$ cat config.mk
export PLATFORM = sky130hd
export DESIGN_NAME = pgalloc_top
export DESIGN_NICKNAME = d
export VERILOG_FILES = /design/src/rtl/pgalloc_pkg.sv /design/src/rtl/pgalloc_class_dec.sv /design/src/rtl/pgalloc_bitmap.sv /design/src/rtl/pgalloc_scan.sv /design/src/rtl/pgalloc_top.sv
export SDC_FILE = /design/constraint.sdc
export NUM_CORES = 1
export LEC_CHECK = 0
export ABC_CLOCK_PERIOD_IN_PS = 3100
export BUFFER_PORTS_ARGS = -buffer_cell sky130_fd_sc_hd__buf_2
export CORE_MARGIN = 2
export CORE_UTILIZATION = 40
export DETAILED_ROUTE_END_ITERATION = 12
export HOLD_SLACK_MARGIN = 0.15
export PLACE_DENSITY = 0.62
export SLEW_MARGIN = 10
export SYNTH_ARGS = -nofsm -noshare
export SYNTH_HDL_FRONTEND = slang
export SYNTH_SLANG_ARGS = --single-unit
$ cat constraint.sdc
create_clock -name clk -period 3.1 [get_ports clk]
set_input_delay 0.62 -clock clk [delete_from_list [all_inputs] [get_ports clk]]
set_output_delay 0.62 -clock clk [all_outputs]
set_load 0.01 [all_outputs]
$ cat src/rtl/pgalloc_pkg.sv
package pgalloc_pkg;
   typedef enum logic [1:0] {
      CLS_8  = 2'd0,
      CLS_16 = 2'd1,
      CLS_32 = 2'd2,
      CLS_64 = 2'd3
   } chunk_cls_e;

   localparam int unsigned NUM_CLS   = 4;
   localparam int unsigned MIN_CHUNK = 8;
   localparam int unsigned MAX_CHUNK = MIN_CHUNK << (NUM_CLS - 1);
endpackage

$ cat src/rtl/pgalloc_class_dec.sv
module pgalloc_class_dec
   import pgalloc_pkg::*;
#(
   parameter int CNT_W = 7
) (
   input  logic [CNT_W-1:0] pages,
   output chunk_cls_e       cls,
   output logic             bad
);
   initial begin
      if (CNT_W < 7) $error("CNT_W must hold counts above 64");
   end

   always_comb begin
      bad = (pages == '0) || (pages > CNT_W'(MAX_CHUNK));
      if (pages <= CNT_W'(8))       cls = CLS_8;
      else if (pages <= CNT_W'(16)) cls = CLS_16;
      else if (pages <= CNT_W'(32)) cls = CLS_32;
      else                          cls = CLS_64;
   end
endmodule

$ cat src/rtl/pgalloc_bitmap.sv
module pgalloc_bitmap
   import pgalloc_pkg::*;
#(
   parameter int MAP_PAGES = 256,
   parameter int IDX_W     = $clog2(MAP_PAGES)
) (
   input  logic             clk,
   input  logic             rst_n,
   input  logic [IDX_W-1:0] base,
   input  chunk_cls_e       cls,
   input  logic             set_en,
   input  logic             clr_en,
   output logic             chunk_free
);
   logic [MAP_PAGES-1:0]                map_q;
   logic [NUM_CLS-1:0][MAP_PAGES-1:0]   mask_v;
   logic [NUM_CLS-1:0]                  free_v;
   logic [MAP_PAGES-1:0]                mask;

   for (genvar c = 0; c < NUM_CLS; c++) begin : g_cls
      localparam int W = MIN_CHUNK << c;
      localparam logic [MAP_PAGES-1:0] ONES = MAP_PAGES'({W{1'b1}});
      logic [IDX_W-1:0] base_al;
      assign base_al   = base & ~IDX_W'(W - 1);
      assign mask_v[c] = ONES << base_al;
      assign free_v[c] = ~|(map_q & mask_v[c]);
   end

   assign mask       = mask_v[cls];
   assign chunk_free = free_v[cls];

   always_ff @(posedge clk or negedge rst_n) begin
      if (!rst_n)      map_q <= '0;
      else if (set_en) map_q <= map_q | mask;
      else if (clr_en) map_q <= map_q & ~mask;
   end

   // a chunk is only marked in use when it was entirely clear
   a_r6_set_only_free: assert property (@(posedge clk) disable iff (!rst_n)
      set_en |-> chunk_free);
   // a free never collides with a grant
   a_r11_no_set_clr: assert property (@(posedge clk) disable iff (!rst_n)
      !(set_en && clr_en));
   // after a grant the same chunk reads as occupied
   a_r2_chunk_taken: assert property (@(posedge clk) disable iff (!rst_n)
      set_en |=> (map_q & $past(mask)) == $past(mask));
endmodule

$ cat src/rtl/pgalloc_scan.sv
module pgalloc_scan
   import pgalloc_pkg::*;
#(
   parameter int MAP_PAGES = 256,
   parameter int IDX_W     = $clog2(MAP_PAGES)
) (
   input  logic             clk,
   input  logic             rst_n,
   input  logic             start,
   input  logic             start_bad,
   input  chunk_cls_e       cls_in,
   input  logic             chunk_free,
   output logic [IDX_W-1:0] cur_base,
   output chunk_cls_e       cur_cls,
   output logic             set_en,
   output logic             busy,
   output logic             done,
   output logic             error,
   output logic [IDX_W-1:0] grant_idx
);
   localparam int SW = IDX_W + 1;

   logic [IDX_W-1:0] hint_q, cur_q, left_q;
   chunk_cls_e       cls_q;
   logic [SW-1:0]    step_q, step_in, nxt_sum;
   logic [IDX_W-1:0] nxt_cur, start_base, chunks_in;

   assign step_q     = SW'(MIN_CHUNK) << cls_q;
   assign step_in    = SW'(MIN_CHUNK) << cls_in;
   assign nxt_sum    = {1'b0, cur_q} + step_q;
   assign nxt_cur    = (nxt_sum >= SW'(MAP_PAGES)) ? '0 : nxt_sum[IDX_W-1:0];
   assign start_base = hint_q & ~(step_in[IDX_W-1:0] - 1'b1);
   assign chunks_in  = IDX_W'(MAP_PAGES / MIN_CHUNK) >> cls_in;

   assign cur_base = cur_q;
   assign cur_cls  = cls_q;
   assign set_en   = busy && chunk_free;

   always_ff @(posedge clk or negedge rst_n) begin
      if (!rst_n) begin
         busy      <= 1'b0;
         done      <= 1'b0;
         error     <= 1'b0;
         hint_q    <= '0;
         cur_q     <= '0;
         left_q    <= '0;
         cls_q     <= CLS_8;
         grant_idx <= '0;
      end else begin
         done  <= 1'b0;
         error <= 1'b0;
         if (!busy) begin
            if (start_bad) begin
               error <= 1'b1;
            end else if (start) begin
               busy   <= 1'b1;
               cls_q  <= cls_in;
               cur_q  <= start_base;
               left_q <= chunks_in - 1'b1;
            end
         end else if (chunk_free) begin
            busy      <= 1'b0;
            done      <= 1'b1;
            grant_idx <= cur_q;
            hint_q    <= nxt_cur;
         end else if (left_q == '0) begin
            busy  <= 1'b0;
            error <= 1'b1;
         end else begin
            cur_q  <= nxt_cur;
            left_q <= left_q - 1'b1;
         end
      end
   end

   // a search only begins from an accepted request
   a_r9_busy_from_req: assert property (@(posedge clk) disable iff (!rst_n)
      $rose(busy) |-> $past(start) && !$past(start_bad));
   // a result ends the search
   a_r9_result_idle: assert property (@(posedge clk) disable iff (!rst_n)
      (done || error) |-> !busy);
   // grant and error never coincide
   a_r2_excl: assert property (@(posedge clk) disable iff (!rst_n)
      !(done && error));
   // every grant sits on at least an 8-page boundary
   a_r3_aligned: assert property (@(posedge clk) disable iff (!rst_n)
      done |-> grant_idx[2:0] == 3'd0);
   // the hint stays put when a search fails
   a_r7_hint_on_err: assert property (@(posedge clk) disable iff (!rst_n)
      error |-> $stable(hint_q));
   // the search steps to a fresh chunk every non-final cycle
   a_r5_steps: assert property (@(posedge clk) disable iff (!rst_n)
      (busy && !chunk_free && left_q != '0) |=> busy && cur_q != $past(cur_q));
endmodule

$ cat src/rtl/pgalloc_top.sv
module pgalloc_top
   import pgalloc_pkg::*;
#(
   parameter int MAP_PAGES = 256,
   parameter int CNT_W     = 7,
   parameter int IDX_W     = $clog2(MAP_PAGES)
) (
   input  logic             clk,
   input  logic             rst_n,
   input  logic             alloc_req,
   input  logic [CNT_W-1:0] alloc_pages,
   input  logic             free_req,
   input  logic [IDX_W-1:0] free_idx,
   input  logic [1:0]       free_cls,
   output logic             busy,
   output logic             done,
   output logic             error,
   output logic [IDX_W-1:0] grant_idx
);
   initial begin
      if (MAP_PAGES < int'(MAX_CHUNK) || (MAP_PAGES % int'(MAX_CHUNK)) != 0)
         $error("MAP_PAGES must be a positive multiple of 64");
      if (IDX_W < $clog2(MAP_PAGES))
         $error("IDX_W too narrow for MAP_PAGES");
   end

   chunk_cls_e       req_cls, scan_cls, q_cls;
   logic             req_bad, chunk_free, set_en, clr_en;
   logic [IDX_W-1:0] scan_base, q_base;

   pgalloc_class_dec #(.CNT_W(CNT_W)) u_dec (
      .pages (alloc_pages),
      .cls   (req_cls),
      .bad   (req_bad)
   );

   assign clr_en = free_req && !busy && !alloc_req;
   assign q_base = busy ? scan_base : free_idx;
   assign q_cls  = busy ? scan_cls  : chunk_cls_e'(free_cls);

   pgalloc_bitmap #(.MAP_PAGES(MAP_PAGES), .IDX_W(IDX_W)) u_map (
      .clk        (clk),
      .rst_n      (rst_n),
      .base       (q_base),
      .cls        (q_cls),
      .set_en     (set_en),
      .clr_en     (clr_en),
      .chunk_free (chunk_free)
   );

   pgalloc_scan #(.MAP_PAGES(MAP_PAGES), .IDX_W(IDX_W)) u_scan (
      .clk        (clk),
      .rst_n      (rst_n),
      .start      (alloc_req),
      .start_bad  (alloc_req && req_bad),
      .cls_in     (req_cls),
      .chunk_free (chunk_free),
      .cur_base   (scan_base),
      .cur_cls    (scan_cls),
      .set_en     (set_en),
      .busy       (busy),
      .done       (done),
      .error      (error),
      .grant_idx  (grant_idx)
   );

   // a bad request never starts a search
   a_r4_bad_no_busy: assert property (@(posedge clk) disable iff (!rst_n)
      (alloc_req && req_bad && !busy) |=> error && !busy);
endmodule

Yosys cells after proc, flatten, opt, wreduce, memory -nomap -nowiden
Cells that the tools add are included.
{ "op_classes": {"shifts": 7, "n_eq_ne": 3, "mux": 33, "mul": 0, "magnitude_cmp": 6, "n_reduce_logical": 22, "div_mod_pow": 0, "n_bitwise": 11, "n_addsub": 4} }
{ "ops": {"columns": ["op", "count"], "rows": [
  ["256-bit AND", 5],
  ["256-bit OR reduction", 4],
  ["256-bit 2-to-1 mux", 3],
  ["256-bit binary-select mux with 2-bit select", 1],
  ["256-bit inverter", 1],
  ["256-bit bitwise OR", 1],
  ["16-bit by 8-bit << shifter with 256-bit output (first input constant)", 1],
  ["32-bit by 8-bit << shifter with 256-bit output (first input constant)", 1],
  ["64-bit by 8-bit << shifter with 256-bit output (first input constant)", 1],
  ["8-bit by 8-bit << shifter with 256-bit output (first input constant)", 1],
  ["8-bit 2-to-1 mux", 12],
  ["8-bit by 1-bit subtractor with 8-bit output (second input constant)", 3],
  ["1-bit 2-to-1 mux", 13],
  ["8-bit by 9-bit adder with 9-bit output", 1],
  ["9-bit >= comparator (second input constant)", 1],
  ["4-bit by 2-bit << shifter with 9-bit output (first input constant)", 1],
  ["8-bit AND", 1],
  ["8-bit zero test", 1],
  ["8-bit inverter", 1],
  ["4-bit by 2-bit << shifter with 8-bit output (first input constant)", 1],
  ["6-bit by 2-bit right shift with 8-bit output (first input constant)", 1],
  ["7-bit > comparator (second input constant)", 1],
  ["7-bit by 4-bit <= comparator with 1-bit output (second input constant)", 1],
  ["7-bit by 5-bit <= comparator with 1-bit output (second input constant)", 1],
  ["14 further kinds", 28]
]} }
{ "totals": {"word_cells": 95, "output_inout_bits": 11, "ramBits": 0, "latchBits": 0, "input_bits": 21, "mem_bits_ro": 0, "regBits": 293, "memories": 0} }

Depth between registers and ports, before layout
Gate-level depths: netlist (run 1).
{ "depth": {"ltp_word": 11, "depth_mapped": 14, "ltp_nobuf": 12} }

Modules after synthesis
A second synthesis (run 1) with hierarchy kept.
{ "unflattened": {"cells_unflattened": 494, "hier_area_um2": 4476.8} }
{ "modules_own_cells": {"columns": ["mod", "cells_each", "instances", "area_per_inst_um2", "seq_area_each_um2"], "rows": [
  ["pgalloc_bitmap", 298, 1, 2481.1, 800.8],
  ["pgalloc_scan", 174, 1, 1757.9, 850.8],
  ["pgalloc_top", 13, 1, 171.4, 0.0],
  ["pgalloc_class_dec", 9, 1, 66.3, 0.0]
]} }

Worst setup path before layout (run 1)
Ideal clock, no wire load.
{ "synth_path": {"path_kind": "input to register", "startpoint": "input free_idx[4]", "endpoint": "register u_scan.hint_q[5]", "arrival_ns": 2.945, "n_path_buf": 3, "setup_slack_ns": 0.028, "t_required_ns": 2.972, "cell_stages": 12, "setup_time_ns": 0.128, "path_cell_list": "clkbuf_1 > nor3b_1 > or2_1 > clkbuf_1 > a32o_1 > a2111oi_2 > nand4_1 > a31oi_4 > nand2_2 > inv_2 > buf_6 > mux2_1"} }
{ "synth_between": {"elab_chain_len": 8, "word_cells_on_any_way": 12, "cone_classes": "shift: 2; mux: 3; bitwise: 2; reduce/logical: 5"} }
{ "synth_rtl": {"columns": ["element", "line", "source"], "rows": [
  ["start, declared", "pgalloc_top.sv:13", "input logic [IDX_W-1:0] free_idx,"],
  ["8-bit 2-to-1 mux *", "pgalloc_top.sv:38", "assign q_base = busy ? scan_base : free_idx;"],
  ["16-bit by 8-bit << shifter with 256-bit output / 8-bit by 8-bit << shifter with 256-bit output (equally long branches)", "pgalloc_bitmap.sv:25", "assign mask_v[c] = ONES << base_al;"],
  ["256-bit AND", "pgalloc_bitmap.sv:26", "assign free_v[c] = ~|(map_q & mask_v[c]);"],
  ["256-bit OR reduction", "pgalloc_bitmap.sv:26", null],
  ["1-bit zero test", "pgalloc_bitmap.sv:26", null],
  ["1-bit binary-select mux with 2-bit select *", "pgalloc_bitmap.sv:30", "assign chunk_free = free_v[cls];"],
  ["1-bit 2-to-1 mux (not written as such) *", "pgalloc_bitmap.sv:30", null],
  ["2-bit AND reduction (no source line) *", null, null],
  ["end signal, assigned", "pgalloc_scan.sv:65", "hint_q <= nxt_cur;"],
  ["end, declared", "pgalloc_scan.sv:23", "logic [IDX_W-1:0] hint_q, cur_q, left_q;"]
]} }
Mark *: on every way between the ends. The rest lies on a longest branch, timed or not. The select of a mux whose other input is x is not followed.
A chain may end at the register's enable or synchronous reset.

Final worst setup path (run 1)
{ "layout_path": {"startpoint": "register u_scan.busy", "endpoint": "register u_scan.left_q[6]"} }
{ "layout_between": {"elab_chain_len": 9, "word_cells_on_any_way": 26, "cone_classes": "eq/ne: 3; shift: 4; mux: 5; bitwise: 4; reduce/logical: 10"} }
{ "layout_rtl": {"columns": ["element", "line", "source"], "rows": [
  ["start, declared", "pgalloc_scan.sv:16", "output logic busy,"],
  ["start signal, assigned", "pgalloc_scan.sv:41", "busy <= 1'b0;"],
  ["start signal, assigned", "pgalloc_scan.sv:56", "busy <= 1'b1;"],
  ["start signal, assigned", "pgalloc_scan.sv:62", "busy <= 1'b0;"],
  ["8-bit 2-to-1 mux", "pgalloc_top.sv:38", null],
  ["64-bit by 8-bit << shifter with 256-bit output (tied with other cells)", "pgalloc_bitmap.sv:25", null],
  ["256-bit AND", "pgalloc_bitmap.sv:26", null],
  ["256-bit OR reduction", "pgalloc_bitmap.sv:26", null],
  ["1-bit zero test", "pgalloc_bitmap.sv:26", null],
  ["1-bit binary-select mux with 2-bit select", "pgalloc_bitmap.sv:30", null],
  ["1-bit 2-to-1 mux (not written as such)", "pgalloc_bitmap.sv:30", null],
  ["2-bit inequality test (no source line)", null, null],
  ["4-bit AND reduction (no source line)", null, null],
  ["end signal, assigned", "pgalloc_scan.sv:59", "left_q <= chunks_in - 1'b1;"],
  ["end signal, assigned", "pgalloc_scan.sv:71", "left_q <= left_q - 1'b1;"],
  ["end, declared", "pgalloc_scan.sv:23", null]
]} }
Parallel ways exist; a longest one is shown, timed or not. The select of a mux whose other input is x is not followed.

==> results_dict.tcl, run 1 <==
set metrics [dict create \
    outcome "finished clean" \
    core-area_sq_mm 0.01070 \
    cts_buffer_depth 2 \
    p_per_area_mw_per_mm2 998.4 \
    maxCapViolCount 0 \
    synth_top_area_share_pct 38.02 \
    max_stage_delay_ps 460 \
    grt_usage_pct 24.24 \
    grt_max_degree 67 \
    first_global_vias 3959 \
    async_flop_share_pct 100.0 \
    wl_per_cell_um 18.87 \
    synthCells 494 \
    pre_cts_ws_ps -10.19 \
    crit_top_cell "buf_4" \
    grt-ovfl-total 0 \
    irDropWorstVdd_uv 467.0 \
    crit_chain "dlymetal6s2s_1 > and3b_1 > or2_1 > a32o_1 > a2111oi_4 > nand4_1 > buf_4 > a21oi_2 > buf_4 > nor4_1 > a211o_1" \
    hp-class "primary input to asynchronous set/reset pin" \
    grt_pass1_wl_mm 21.60 \
    place_congestion 0.9332 \
    syn_to_final_growth_pct 18.75 \
    synth_area_sq_mm 0.004344 \
    ys_seq_area_share_pct 38.02 \
    die_area_sq_mm 0.01171 \
    crit_required_ps 3350 \
    final_common_cell "o21ai_0" \
    numCtsBuffers 9 \
    num_vias 4135 \
    first_pass_iters 6 \
    ys_seq_elements 66 \
    synth_nets 521 \
    drive_gt1_share_pct 22.14 \
    syn_area_per_cell_sq_um 8.794 \
    rows 38 \
    p_leak_uw 0.002267 \
    yosys.area.top_type "dfrtp_1" \
    hold_buffers 0 \
    timing.final.crit_share_pct 94.85 \
    critical_path_class "flip-flop to flip-flop" \
    initial_core_util_pct 40.61 \
    worst_pin_slew_ps 787.2 \
    htreeDepth 3 \
    drt_iter0_drc 393 \
    synth_ff_type "dfrtp_1" \
    worstPathMaxFanout 8 \
    hold_viol_final 0 \
    synth_area_leaders "dfrtp_1, o21ai_0, nand2_1" \
    arrival_ps 3200 \
    portBuffers 28 \
    viasPerCell 5.907 \
    slew_headroom_pct 46.96 \
    slowest_stage "dfrtp_2" \
    nNetsFinal 583 \
    setup_slack_ps 159.6 \
    antenna_found_initial 0 \
    startpoint_type "flip-flop" \
    numClockSinks 66 \
    cts_tree "built" \
    fmax_mhz 340.1 \
    root_buffer "clkbuf_8" \
    synth-edff-count 0 \
    grt_setup_unrepaired "false" \
    setup_viol 0 \
    drtAntennaViolNets 0 \
    num_antenna_cells 0 \
    fillers 1022 \
    clk-insertion-delay-late_ps 370 \
    drt_wl_total_mm 13.21 \
    final_cell_mix "o21ai_0, dfrtp_1, nand2_1, buf_4, nor2_1" \
    drv_slew 0 \
    dpl.cell_count 684 \
    die_w_um 108.2 \
    ios 32 \
    clkSlewWorstSetupHoldPaths_ps 70 \
    hpwlAfterDp_mm 10.17 \
    layout.cells.non_filler 700 \
    worstSetupEndpointType "flip-flop" \
    synth_warnings 0 \
    dieHeight_um 108.2 \
    drcViolationCount 0 \
    skew_ps 11.94 \
    finalCriticalPeriod_ps 2940 \
    yosysUniqueCellTypes 75 \
]
## layer usage
metal / GRT usage (%) / share of wire [%] / vias to the layer above
li1: - / - / 1973
met3: 5.546 / 6.2 / 27
met2: 36.66 / 45 / 169
met1: 34.18 / 47 / 1966
met5: 0 / 0 / -
met4: 8.242 / 2.3 / 0
## Yosys cell counts, types with 5 or more instances
master / n
and2_1: 12
nand3_1: 12
mux2i_1: 11
mux2_2: 8
inv_1: 10
nor3b_1: 5
nand3b_1: 6
o21ai_0: 76
clkbuf_1: 16
ha_1: 5
a21oi_1: 12
a31oi_1: 7
nor4_1: 10
or3_1: 5
o21ai_1: 30
nor3_1: 10
mux2_1: 10
nor2_1: 29
dfrtp_1: 66
buf_2: 5
nand2_1: 43
## final cells by class
cell class,instances,area (sq um),area share (%)
clock buffers,12,145.1,2.813
repair buffers,77,566.8,10.99
clock inverters,3,40.04,0.7761
flip-flops and latches,66,1653,32.04
multi-input cells,389,2530,49.04
well taps,140,175.2,3.396
inverters,13,48.80,0.9459
## cell families after synthesis
kind of cell / after synthesis / share of synthesized area [%]
AOI/OAI and AO/OA: 175 / 24.97
xor gates and xnor gates: 6 / 1.210
adders and majority gates: 6 / 1.901
buffers and inverters: 39 / 4.205
DFF: 66 / 38.02
muxes: 32 / 8.583
and+or+nand+nor: 170 / 21.11
## through the flow
stage | power (uW) | setup TNS (ps) | area, sq um | hold slack, ps | utilization (%)
floorplan | 3313 | 0 | 4344 | 324.4 | -
global placement | 4341 | -96.84 | 4937 | 463.1 | 46.15
global route | 5542 | 0 | 5159 | 296.2 | 48.22
detailed placement | 4373 | -32.13 | 4937 | 469.1 | 46.15
CTS | 5104 | 0 | 5122 | 276.2 | 47.88
finish | 5150 | 0 | 5159 | 260.3 | 48.22
## path summary, 6_finish.rpt
path / start / slack [ps] / depth (start not counted) / end
worst max-delay path: u_scan.busy / 160 / 11 / u_scan.left_q[6]
worst min-delay path: rst_n / 260 / 2 / u_scan.cur_cls[0]
worst max register to register: u_scan.busy / 160 / 11 / u_scan.left_q[6]
worst min register to register: u_scan.grant_idx[3] / 480 / 1 / u_scan.grant_idx[3]
max in group asynchronous: rst_n / 2530 / 2 / asynchronous set/reset pin
min in group clk: u_scan.grant_idx[3] / 480 / 1 / u_scan.grant_idx[3]
## repair_timing
action                                  CTS  global route
setup buffers                             0             1
resized for setup                         0             4
endpoints found under the setup margin    0            37
## critical path, delay by kind of cell (launching register included)
family / cells / cell delay [ps]
AO/OA/AOI/OAI: 4 / 1060
AND/OR/NAND/NOR: 4 / 730
buffers and inverters: 3 / 590
flip-flops: 1 / 460
## power by group
| group | switching, uW | internal (uW) | total (uW) |
|---|---|---|---|
| Sequential | 420 | 1210 | 1630 |
| Clock | 332 | 387 | 719 |
| Combinational | 1570 | 1230 | 2800 |
| Total | 2320 | 2830 | 5150 |
No activity file was read; power rests on OpenSTA's default activity.
==> run 2, diff against run 1 <==
--- a/config.mk
+++ b/config.mk
@@ -10,6 +10,7 @@
 export CORE_MARGIN = 2
 export CORE_UTILIZATION = 40
 export DETAILED_ROUTE_END_ITERATION = 12
+export GPL_TIMING_DRIVEN = 0
 export HOLD_SLACK_MARGIN = 0.15
 export PLACE_DENSITY = 0.62
 export SLEW_MARGIN = 10
==> results_dict.tcl, run 2 (synthesis gave the netlist of run 1 again) <==
set metrics [dict create \
    outcome "finished clean" \
    clkSlewWorstSetupHoldPaths_ps 90 \
    viasPerCell 6.156 \
    slew_headroom_pct 34.48 \
    dieHeight_um 108.2 \
    hold_ws_ps 166.5 \
    htreeDepth 3 \
    hpwlAfterDp_mm 10.32 \
    clk-insertion-delay-late_ps 360 \
    grt-ovfl-total 0 \
    irDropWorstVdd_uv 466.7 \
    layout.cells.non_filler 681 \
    timing.final.crit_share_pct 97.80 \
    num_vias 4192 \
    tns_ps 0 \
    hp-class "primary input to asynchronous set/reset pin" \
    fmax_mhz 329.8 \
    crit_top_cell "buf_12" \
    slowest_stage "dfrtp_2" \
    seqPwrFrac_pct 29.9 \
    postLayoutCoreUtil_pct 47.61 \
    cts_tree "built" \
    final_common_cell "o21ai_0" \
    fillers 1074 \
    p_per_area_mw_per_mm2 1033 \
    hold_viol_final 0 \
    numClockSinks 66 \
    ios 32 \
    nNetsFinal 563 \
    antenna_found_initial 0 \
    drt_wl_total_mm 14.09 \
    rows 38 \
    worstSetupEndpointType "flip-flop" \
    worst_pin_slew_ps 972.6 \
    power_frac_comb_pct 55.7 \
    final_cell_mix "o21ai_0, dfrtp_1, nand2_1, o21ai_1, nor2_1" \
    drive_gt1_share_pct 20.89 \
    portBuffers 22 \
    switchingPower_uw 2504 \
    drt_iter0_drc 397 \
    place_congestion 0.9638 \
    worstPathMaxFanout 10 \
    arrival_ps 3270 \
    pre_cts_ws_ps -553.1 \
    startpoint_type "flip-flop" \
    crit_chain "buf_12 > mux2_4 > and2_0 > a32o_1 > a2111oi_4 > nand4_1 > buf_6 > a31oi_4 > nand2_4 > inv_4 > buf_12 > mux2_1" \
    finalCriticalPeriod_ps 3032 \
    drv_slew 0 \
    drtAntennaViolNets 0 \
    skew_ps 15.17 \
    grt_max_degree 39 \
    setup_slack_ps 68.23 \
    dpl.cell_count 657 \
    first_pass_iters 6 \
    num_antenna_cells 0 \
    syn_to_final_growth_pct 17.25 \
    crit_required_ps 3340 \
    wl_per_cell_um 20.69 \
    p_leak_uw 0.002150 \
    core-area_sq_mm 0.01070 \
    die_w_um 108.2 \
    hold_buffers 0 \
    max_stage_delay_ps 450 \
    p_sw_share_pct 47.58 \
    die_area_sq_mm 0.01171 \
    grt_pass1_wl_mm 22.03 \
    critical_path_class "flip-flop to flip-flop" \
    root_buffer "clkbuf_8" \
    grt_usage_pct 24.90 \
    numCtsBuffers 9 \
    first_global_vias 3925 \
    intPower_uw 2758 \
    setup_viol 0 \
    maxCapViolCount 0 \
    initial_core_util_pct 40.61 \
    clkPwrFrac_pct 14.4 \
    cts_buffer_depth 2 \
    drcViolationCount 0 \
]
## run 2: cell count changes in the layout (fill, tap and decap cells not counted), moves of 3 or more
cell and delta:
buf_2 -3, buf_4 -33, clkbuf_1 +7, clkbuf_2 +5, mux2_4 +3, or2_4 +3
## run 2: path summary, 6_finish.rpt
| path | endpoint | depth (start not counted) | slack [ps] | from |
|---|---|---|---|---|
| max | u_scan.grant_idx[1] | 12 | 70 | u_scan.busy |
| min | u_scan.left_q[2] | 1 | 170 | rst_n |
| max reg2reg | u_scan.grant_idx[1] | 12 | 70 | u_scan.busy |
| min reg2reg | u_scan.cur_base[1] | 1 | 490 | u_scan.cur_base[1] |
| max in group asynchronous | asynchronous set/reset pin | 2 | 2370 | rst_n |
| min in group clk | u_scan.cur_base[1] | 1 | 490 | u_scan.cur_base[1] |
## run 2: per-stage QoR
stage | cell area (sq um) | power (uW)
final | 5094 | 5261
after detailed placement | 4652 | 4128
after global routing | 5094 | 5600
after global placement | 4629 | 4087
after CTS | 4999 | 5062
after floorplan | 4344 | 3313
## run 2: routing by layer
layer / GRT usage (%) / vias up / routed length [um]
li1: - / 1927 / -
met1: 35.26 / 2042 / 6398
met2: 38.90 / 186 / 6305
met3: 4.822 / 37 / 1038
met4: 7.051 / 0 / 347
met5: 0 / - / 0
## run 2: layout make-up
type                       count  area, sq um  share of cell area (%)
clock inverter                 7        76.32                   1.498
inverter                      13        51.30                   1.007
timing repair buffer          32        203.9                   4.004
clock buffer                   9        123.9                   2.432
buffer                        25        168.9                   3.316
sequential                    66         1653                   32.45
tap                          140        175.2                   3.439
multi-input combinational    389         2641                   51.85
## run 2: timing repair
item / CTS / global route
setup buffers: 7 / 2
gates resized for setup: 24 / 21
endpoints found under the setup margin: 63 / 54
pin swaps: 5 / 4
## run 2: critical path, delay by kind of cell (launching register included)
| family | cells | cell delay (ps) |
|---|---|---|
| compound gates | 3 | 840 |
| mux | 2 | 640 |
| buf+inv | 4 | 560 |
| flops | 1 | 450 |
| simple gates | 3 | 420 |
## run 2: power by group through the flow
| stage | registers, uW | clock network, uW | logic (uW) |
|---|---|---|---|
| 2_1_floorplan | 1460 | 0 | 1860 |
| 3_3_place_gp | 1560 | 0 | 2530 |
| 3_5_place_dp | 1570 | 0 | 2560 |
| 4_1_cts | 1550 | 771 | 2740 |
| 5_1_grt | 1620 | 807 | 3180 |
| 6_report | 1570 | 756 | 2930 |
==> run 3, diff against run 2 <==
--- a/config.mk
+++ b/config.mk
@@ -8,12 +8,13 @@
 export ABC_CLOCK_PERIOD_IN_PS = 3100
 export BUFFER_PORTS_ARGS = -buffer_cell sky130_fd_sc_hd__buf_2
 export CORE_MARGIN = 2
-export CORE_UTILIZATION = 40
+export CORE_UTILIZATION = 45
 export DETAILED_ROUTE_END_ITERATION = 12
 export GPL_TIMING_DRIVEN = 0
 export HOLD_SLACK_MARGIN = 0.15
-export PLACE_DENSITY = 0.62
+export PLACE_DENSITY = 0.67
 export SLEW_MARGIN = 10
 export SYNTH_ARGS = -nofsm -noshare
 export SYNTH_HDL_FRONTEND = slang
+export SYNTH_HIERARCHICAL = 1
 export SYNTH_SLANG_ARGS = --single-unit
==> results_dict.tcl, run 3 <==
set metrics [dict create \
    outcome "complete, but fails checks" \
    violations "negative setup slack" \
    initial_core_util_pct 45.76 \
    synth_area_sq_mm 0.004432 \
    irDropWorstVdd_uv 719.4 \
    setup_viol 62 \
    drcViolationCount 0 \
    final_common_cell "dfrtp_1" \
    pre_cts_ws_ps -1103 \
    worst_pin_slew_ps 672.4 \
    grt-ovfl-total 0 \
    nNetsFinal 594 \
    hold_ws_ps 146.2 \
    seqPwrFrac_pct 21.2 \
    antenna_found_initial 0 \
    skew_ps 8.809 \
    hold_buffers 0 \
    slew_headroom_pct 54.02 \
    power.total_uw 7651 \
    drt_wl_total_mm 14.70 \
    arrival_ps 3850 \
    clkSlewWorstSetupHoldPaths_ps 90 \
    crit_required_ps 3360 \
    rows 36 \
    p_leak_uw 0.002558 \
    cts_tree "built" \
    p_sw_share_pct 48.65 \
    place_congestion 1.021 \
    synthCells 491 \
    p_per_area_mw_per_mm2 1263 \
    drive_gt1_share_pct 43.08 \
    numCtsBuffers 9 \
    startpoint_type "flip-flop" \
    die_w_um 103.2 \
    crit_start "u_scan/busy" \
    r2r_slack_ps -490 \
    r2r-start "u_scan/busy" \
    grt_usage_pct 28.19 \
    cp.depth 18 \
    dpl_cell_area_sq_mm 0.004820 \
    maxCapViolCount 0 \
    finalCriticalPeriod_ps 3594 \
    setup_slack_ps -494.3 \
    synth_warnings 6 \
    numClockSinks 66 \
    num_antenna_cells 0 \
    cts_buffer_depth 2 \
    final_cell_mix "dfrtp_1, mux2_4" \
    htreeDepth 3 \
    viasPerCell 6.227 \
    tns_ps -20770 \
    worstSetupEndpointType "flip-flop" \
    clk-insertion-delay-late_ps 370 \
    grt_pass1_wl_mm 22.62 \
    critical_path_class "flip-flop to flip-flop" \
    syn_to_final_growth_pct 36.65 \
    intPower_uw 3929 \
    dieHeight_um 103.2 \
    clkPwrFrac_pct 9.2 \
    worst-path-buf-inv 6 \
    hp-class "primary input to asynchronous set/reset pin" \
    max_stage_delay_ps 420 \
    crit_top_cell "buf_6" \
    first_pass_iters 6 \
    hold_viol_final 0 \
    hpwlAfterDp_mm 9.863 \
    root_buffer "clkbuf_8" \
    crit_family "compound AO/OA/AOI/OAI gates" \
    ff2ff_path_depth 18 \
    core-area_sq_mm 0.009684 \
    first_global_vias 4360 \
    fmax_mhz 278.2 \
    drt_iter0_drc 367 \
    drtAntennaViolNets 0 \
    drv_slew 0 \
    crit_chain "buf_6 > mux2_4 > buf_4 > buf_8 > nor2_4 > o2bb2ai_2 > a21oi_1 > o22ai_1 > nor3_1 > o31a_1 > buf_6 > nand2_4 > clkinv_4 > or2_4 > buf_12 > and2_4 > o21ai_1 > mux2_2" \
    die_area_sq_mm 0.01066 \
    power_frac_comb_pct 69.6 \
    wl_per_cell_um 20.88 \
    num_vias 4384 \
    grt_max_degree 44 \
    fin_area_sq_mm 0.006056 \
    ios 32 \
    synth_nets 519 \
    portBuffers 28 \
    grt_setup_unrepaired "true" \
    switchingPower_uw 3723 \
    syn_area_per_cell_sq_um 9.026 \
    timing.final.crit_share_pct 115.9 \
    worstPathMaxFanout 10 \
    slowest_stage "dfrtp_2" \
]
-- run 3: power by group through the flow --
stage               logic [uW]  registers, uW  clock network (uW)
global route              5630           1660                 755
finish                    5320           1620                 708
detailed placement        3470           1600                   0
floorplan                 2590           1500                   0
CTS                       4610           1590                 724
global placement          3450           1590                   0
-- run 3: final cells by class --
class	count	area (sq um)
fillers	770	3628
multi-input cells	383	3217
flip-flops and latches	66	1653
repair buffers	66	519.2
plain buffers	26	254.0
well taps	133	166.4
clock buffers	9	123.9
inverters	14	62.56
clock inverters	7	60.06
-- run 3: per-stage QoR --
step	cells	util, %
finish	704	62.53
global route	704	62.53
CTS	692	58.46
detailed placement	653	49.77
global placement	652	49.53
floorplan	491	-
-- run 3: layer usage --
layer | GRT usage [%] | up-vias | routed length [um] | share of wire [%]
met3 | 5.511 | 84 | 1038 | 7.1
met4 | 14.68 | 0 | 805 | 5.5
met5 | 0 | - | 0 | 0
li1 | - | 1931 | - | -
met2 | 47.00 | 251 | 7117 | 48
met1 | 34.71 | 2118 | 5734 | 39
-- run 3: repair_timing --
action | 4_1_cts | 5_1_grt
pin swaps | 30 | 34
cloned | 2 | 1
endpoints found under the setup margin | 63 | 63
gates resized for setup | 129 | 81
buffers inserted | 22 | 14
-- run 3: worst min-delay path by stage --
stage               slack [ps]                          to  depth (start not counted)
floorplan                  320  asynchronous set/reset pin                          0
global placement           460            u_scan/hint_q[3]                          2
detailed placement         470          u_scan/cur_base[1]                          1
CTS                        150  asynchronous set/reset pin                          1
global route               170  asynchronous set/reset pin                          1
finish                     150  asynchronous set/reset pin                          1
